## src/rtl/lus_pkg.sv

```systemverilog
package lus_pkg;
    parameter int unsigned REG_IDX_W = 5;
    parameter int unsigned NUM_SRC   = 2;

    typedef logic [REG_IDX_W-1:0] reg_idx_t;

    typedef struct packed {
        logic pc_we;
        logic fd_we;
        logic bubble;
    } stall_ctrl_t;

    localparam stall_ctrl_t CTRL_RUN  = '{pc_we: 1'b1, fd_we: 1'b1, bubble: 1'b0};
    localparam stall_ctrl_t CTRL_HOLD = '{pc_we: 1'b0, fd_we: 1'b0, bubble: 1'b1};

    function automatic logic idx_equal(input reg_idx_t a, input reg_idx_t b);
        return a == b;
    endfunction
endpackage

```

## src/rtl/lus_src_match.sv

```systemverilog
module lus_src_match
    import lus_pkg::*;
#(
    parameter int unsigned N_SRC = NUM_SRC
) (
    input  reg_idx_t load_dst,
    input  reg_idx_t srcs [N_SRC],
    output logic     any_hit
);
    logic [N_SRC-1:0] hit;

    for (genvar g = 0; g < N_SRC; g++) begin : g_cmp
        assign hit[g] = idx_equal(load_dst, srcs[g]);
    end

    assign any_hit = |hit;
endmodule

```

## src/rtl/lus_stall_seq.sv

```systemverilog
module lus_stall_seq
    import lus_pkg::*;
(
    input  logic        clk,
    input  logic        rst,
    input  logic        hazard,
    output stall_ctrl_t ctrl
);
    logic stalled_q;
    logic stall_now;

    // A stall in the previous cycle blocks a second one
    assign stall_now = hazard && !stalled_q;
    assign ctrl      = stall_now ? CTRL_HOLD : CTRL_RUN;

    always_ff @(posedge clk) begin
        if (rst) stalled_q <= 1'b0;
        else     stalled_q <= stall_now;
    end

    a_r7_single_cycle: assert property (@(posedge clk) disable iff (rst)
        ctrl.bubble |=> !ctrl.bubble);
endmodule

```

## src/rtl/load_use_stall.sv

```systemverilog
module load_use_stall
    import lus_pkg::*;
(
    input  logic           clk,
    input  logic           rst,
    input  logic           ex_is_load,
    input  logic [4:0]     ex_load_dst,
    input  logic [4:0]     dec_src_a,
    input  logic [4:0]     dec_src_b,
    output logic           pc_wr_en,
    output logic           fd_wr_en,
    output logic           ex_bubble
);
    reg_idx_t    src_vec [NUM_SRC];
    logic        any_hit;
    logic        hazard;
    stall_ctrl_t ctrl;

    assign src_vec[0] = dec_src_a;
    assign src_vec[1] = dec_src_b;

    lus_src_match #(.N_SRC(NUM_SRC)) i_match (
        .load_dst (ex_load_dst),
        .srcs     (src_vec),
        .any_hit  (any_hit)
    );

    assign hazard = ex_is_load && any_hit;

    lus_stall_seq i_seq (
        .clk    (clk),
        .rst    (rst),
        .hazard (hazard),
        .ctrl   (ctrl)
    );

    assign pc_wr_en  = ctrl.pc_we;
    assign fd_wr_en  = ctrl.fd_we;
    assign ex_bubble = ctrl.bubble;

    a_r2_src_a_stall: assert property (@(posedge clk) disable iff (rst)
        (ex_is_load && ex_load_dst == dec_src_a && !$past(ex_bubble)) |-> ex_bubble);

    a_r3_src_b_stall: assert property (@(posedge clk) disable iff (rst)
        (ex_is_load && ex_load_dst == dec_src_b && !$past(ex_bubble)) |-> ex_bubble);

    a_r4_no_load_runs: assert property (@(posedge clk) disable iff (rst)
        !ex_is_load |-> (pc_wr_en && fd_wr_en && !ex_bubble));

    a_r5_no_match_runs: assert property (@(posedge clk) disable iff (rst)
        (ex_load_dst != dec_src_a && ex_load_dst != dec_src_b) |-> !ex_bubble);

    a_r8_reset_clears: assert property (@(posedge clk) disable iff (rst)
        ($past(rst) && ex_is_load && ex_load_dst == dec_src_a) |-> ex_bubble);
endmodule

```

## config.mk

```make
export PLATFORM = sky130hd
export DESIGN_NAME = load_use_stall
export DESIGN_NICKNAME = d
export VERILOG_FILES = /design/src/rtl/lus_pkg.sv /design/src/rtl/lus_src_match.sv /design/src/rtl/lus_stall_seq.sv /design/src/rtl/load_use_stall.sv
export SDC_FILE = /design/constraint.sdc
export NUM_CORES = 1
export LEC_CHECK = 0
export BUFFER_PORTS_ARGS = -buffer_cell sky130_fd_sc_hd__buf_2
export CAP_MARGIN = 5
export CORE_AREA = 2 2 39 41
export DETAILED_ROUTE_END_ITERATION = 8
export DIE_AREA = 0 0 41 43
export PLACE_DENSITY = 0.37
export REMOVE_ABC_BUFFERS = 1
export SYNTH_ARGS = -nofsm -noshare
export SYNTH_HDL_FRONTEND = slang
export SYNTH_SLANG_ARGS = --single-unit
```

## constraint.sdc

```tcl
create_clock -name clk -period 3.5 [get_ports clk]
set_input_delay 0.7 -clock clk [delete_from_list [all_inputs] [get_ports clk]]
set_output_delay 0.7 -clock clk [all_outputs]
set_load 0.1 [all_outputs]
```

==> impl_summary.txt <==
----------------------------------------------------
[STA]
  Final clock period utilization by the worst path ... 73.1%
  Final setup margin ... 943 ps
  Slew at the pin closest to its max-slew limit ... a little under 500 ps
  Count of endpoints failing hold in the final timing report ... 0
  Worst slew margin ... 67.6%
  Count of final setup violators ... 0
  Max Clk Rate ... slightly below 400 MHz
  Final Hold Slack ... approximately 560 ps
  Post-layout minimum cycle time ... 2560 ps
  Final Max Tran Viols ... 0
  Setup repair after global routing missed its margin ... false
  Post-route clock skew ... 0 ps

[Cells and area]
  Area occupied by multi-input gates ... roughly 160 sq um
  Number of antenna diodes ... 0
  Share of cells above drive strength 1 ... between 40% and 50%
  Final Net Count ... 62
  Area growth from synthesis to layout ... 60.8%
  Largest registers ... i_seq.stalled_q x1
  FF+latch area ... 20.0 sq um
  Largest reg by FF count ... i_seq.stalled_q
  Post-Layout Inst Area ... between 200 and 300 sq um
  Fillers ... 157
  Number of flip-flops in the largest register ... 1

[Die]
  Site Rows ... 14
  Core Footprint ... 1380 sq um
  Area of the die ... 1760 sq um
  Width of the chip ... 41 microns
  Height of the die ... around 43 microns
  Initial Utilization ... 13.4%
  Count of boundary I/O pins ... 21

[Yosys]
  Most instantiated library cell after synthesis ... sky130_fd_sc_hd__xnor2_1
  Register area share after synthesis ... 10.8%
  Number of standard cells after synthesis ... 23
  Main synth FF type ... sky130_fd_sc_hd__dfxtp_1
  Biggest area contributors in the synthesized netlist ... sky130_fd_sc_hd__xnor2_1 47%, sky130_fd_sc_hd__dfxtp_1 11%, sky130_fd_sc_hd__nand3_1 11%, sky130_fd_sc_hd__o32a_1 5.4%, sky130_fd_sc_hd__o32ai_1 4.7%
  Ys async rst share ... 0%
  Post-synthesis sequential element count ... 1
  Library cell with the largest summed area after synthesis ... sky130_fd_sc_hd__xnor2_1
  Total standard cell area after synthesis ... 185 sq um
  EDFF count, synth ... 0
  Count of cell types in the netlist ... 11
  Post-synthesis area per instance ... 8.05 sq um
  Area share of the largest cell type after synthesis ... approximately 47%
  Most used standard cells in the synthesized netlist ... 10 x sky130_fd_sc_hd__xnor2_1, 4 x sky130_fd_sc_hd__nand3_1
  Total number of yosys warnings ... 0

[Drt]
  Via count of the routed design ... 222
  Number of detailed-route iterations in the first pass ... 1
  DRC violations left ... 0
  Starting DRT DRC Count ... 0
  Aggregate routed wire length ... roughly 440 microns
  Mean number of vias per cell ... 3.83
  Wire length per cell after detailed routing ... 7.57 microns
  Post-route antenna net violation count ... 0

[Worst setup path]
  Slowest stage cell, crit path ... sky130_fd_sc_hd__buf_2
  CP Cell Sequence ... buf_2 > xnor2_1 > nand3_1 > o32ai_1 > buf_2
  Max incr delay on CP ... ~480 ps
  Dominant delay contributor by cell family on the critical path ... buffers and inverters
  Cell repeated most along the worst path ... sky130_fd_sc_hd__buf_2
  Required time reported for the critical path endpoint ... between 2000 and 3000 ps
  Buffers plus inverters on the worst setup path ... 2
  Worst setup EP type ... primary output
  Maximum fanout along the worst path ... 3
  Data arrival at the endpoint of the critical path ... 1860 ps
  Worst Setup Start Kind ... input port
  Path type of the worst setup path ... in -> out

[GRT]
  Layer carrying the most global-route usage ... met2
  Met2 layer usage reported by global route ... around 8.4%
  Global-route wire length before repair ... 738 microns
  Routing usage on met1 ... 8.25%
  Via count of the first global-routing pass ... 200
  GR Overflow Total ... 0
  Number of antenna violations at the first check in global routing ... 0
  Met3 global-route usage ... less than 1%
  Maximum number of pins on one net before global-route repair ... 4
  All-layer global routing usage ... under 10%

[Placed design]
  Input/output buffers ... 20
  Setup slack at placement ... 934 ps
  Total placed instance area ... 298 sq um
  Final HPWL from detailed placement ... ~420 microns
  Routability Congestion ... about 0.64

[Clock network]
  Setup Buffers After CTS ... 0
  Number of gates resized after cts ... 0
  Clock-pin transition on the worst setup and hold timing paths ... 0 ps
  Insertion delay to the later sink of the worst-skew pair ... 0 ps
  Count of hold buffers inserted by post-cts repair ... 0

[Power and ir drop]
  Peak supply drop ... around 0.000035 V
  Cell area power density ... 177 nW/um^2
  Leakage ... 0.000120 uW

[Status]
  Status ... finished, final reports clean

[Flow run]
  Number of max-cap violations ... 0

[Hold path]
  HP Class ... reg -> reg

----------------------------------------------------
==> where the power goes <==
part / switching [uW] / internal [uW] / leakage [uW]
Combinational: 22.8 / 18.0 / 0.000112
Sequential: 0.0849 / 11.9 / 0.00000807
Clock: 0 / 0 / 0
==> cell families after synthesis <==
logic type	after synthesis	synth area share, %
buf+inv	1	4.06
compound gates	3	13.5
simple gates	8	24.3
flops	1	10.8
xor+xnor	10	47.3
==> routing by layer <==
metal	part of all wire [%]	wire length, microns	vias up
li1	-	-	121
met1	46	200	87
met2	38	165	14
met3	17	73	0
met4	0	0	0
met5	0	0	-
==> worst paths after layout <==
path,start,end,slack (ps),cells past startpoint
worst max-delay path,ex_load_dst[2],ex_bubble,940,5
worst min-delay path,i_seq.stalled_q,i_seq.stalled_q,560,3
worst max register to register,i_seq.stalled_q,i_seq.stalled_q,2600,3
worst min register to register,i_seq.stalled_q,i_seq.stalled_q,560,3
==> cells in the final DEF, fill, tap and decap left out, drive strengths merged <==
cell,netlist,final
nand3b,1,1
o32ai,1,1
nor3b,1,1
nand3,4,4
nand2b,1,1
buf,1,20
nand2,1,1
o22ai,1,1
o32a,1,1
dfxtp,1,1
xnor2,10,10
==> cell type report <==
class,count,area share (%)
tap,16,6.72
sequential,1,6.72
timing repair buffer,20,33.6
multi-input combinational,21,52.9
==> stage by stage <==
step	instances	setup TNS (ps)	util [%]	total power, uW
6_report	58	0	21.5	52.8
2_1_floorplan	22	-495	-	38.0
4_1_cts	58	0	21.5	53.3
5_1_grt	58	0	21.5	56.8
3_5_place_dp	58	0	21.5	53.1
3_3_place_gp	58	0	21.5	53.2
==> worst register-to-register path: cells and delay by family (launching register included) <==
| family | cells | cell delay, ps |
|---|---|---|
| flops | 1 | 280 |
| compound gates | 1 | 140 |
| simple gates | 2 | 390 |
No activity file was read; power rests on OpenSTA's default activity.
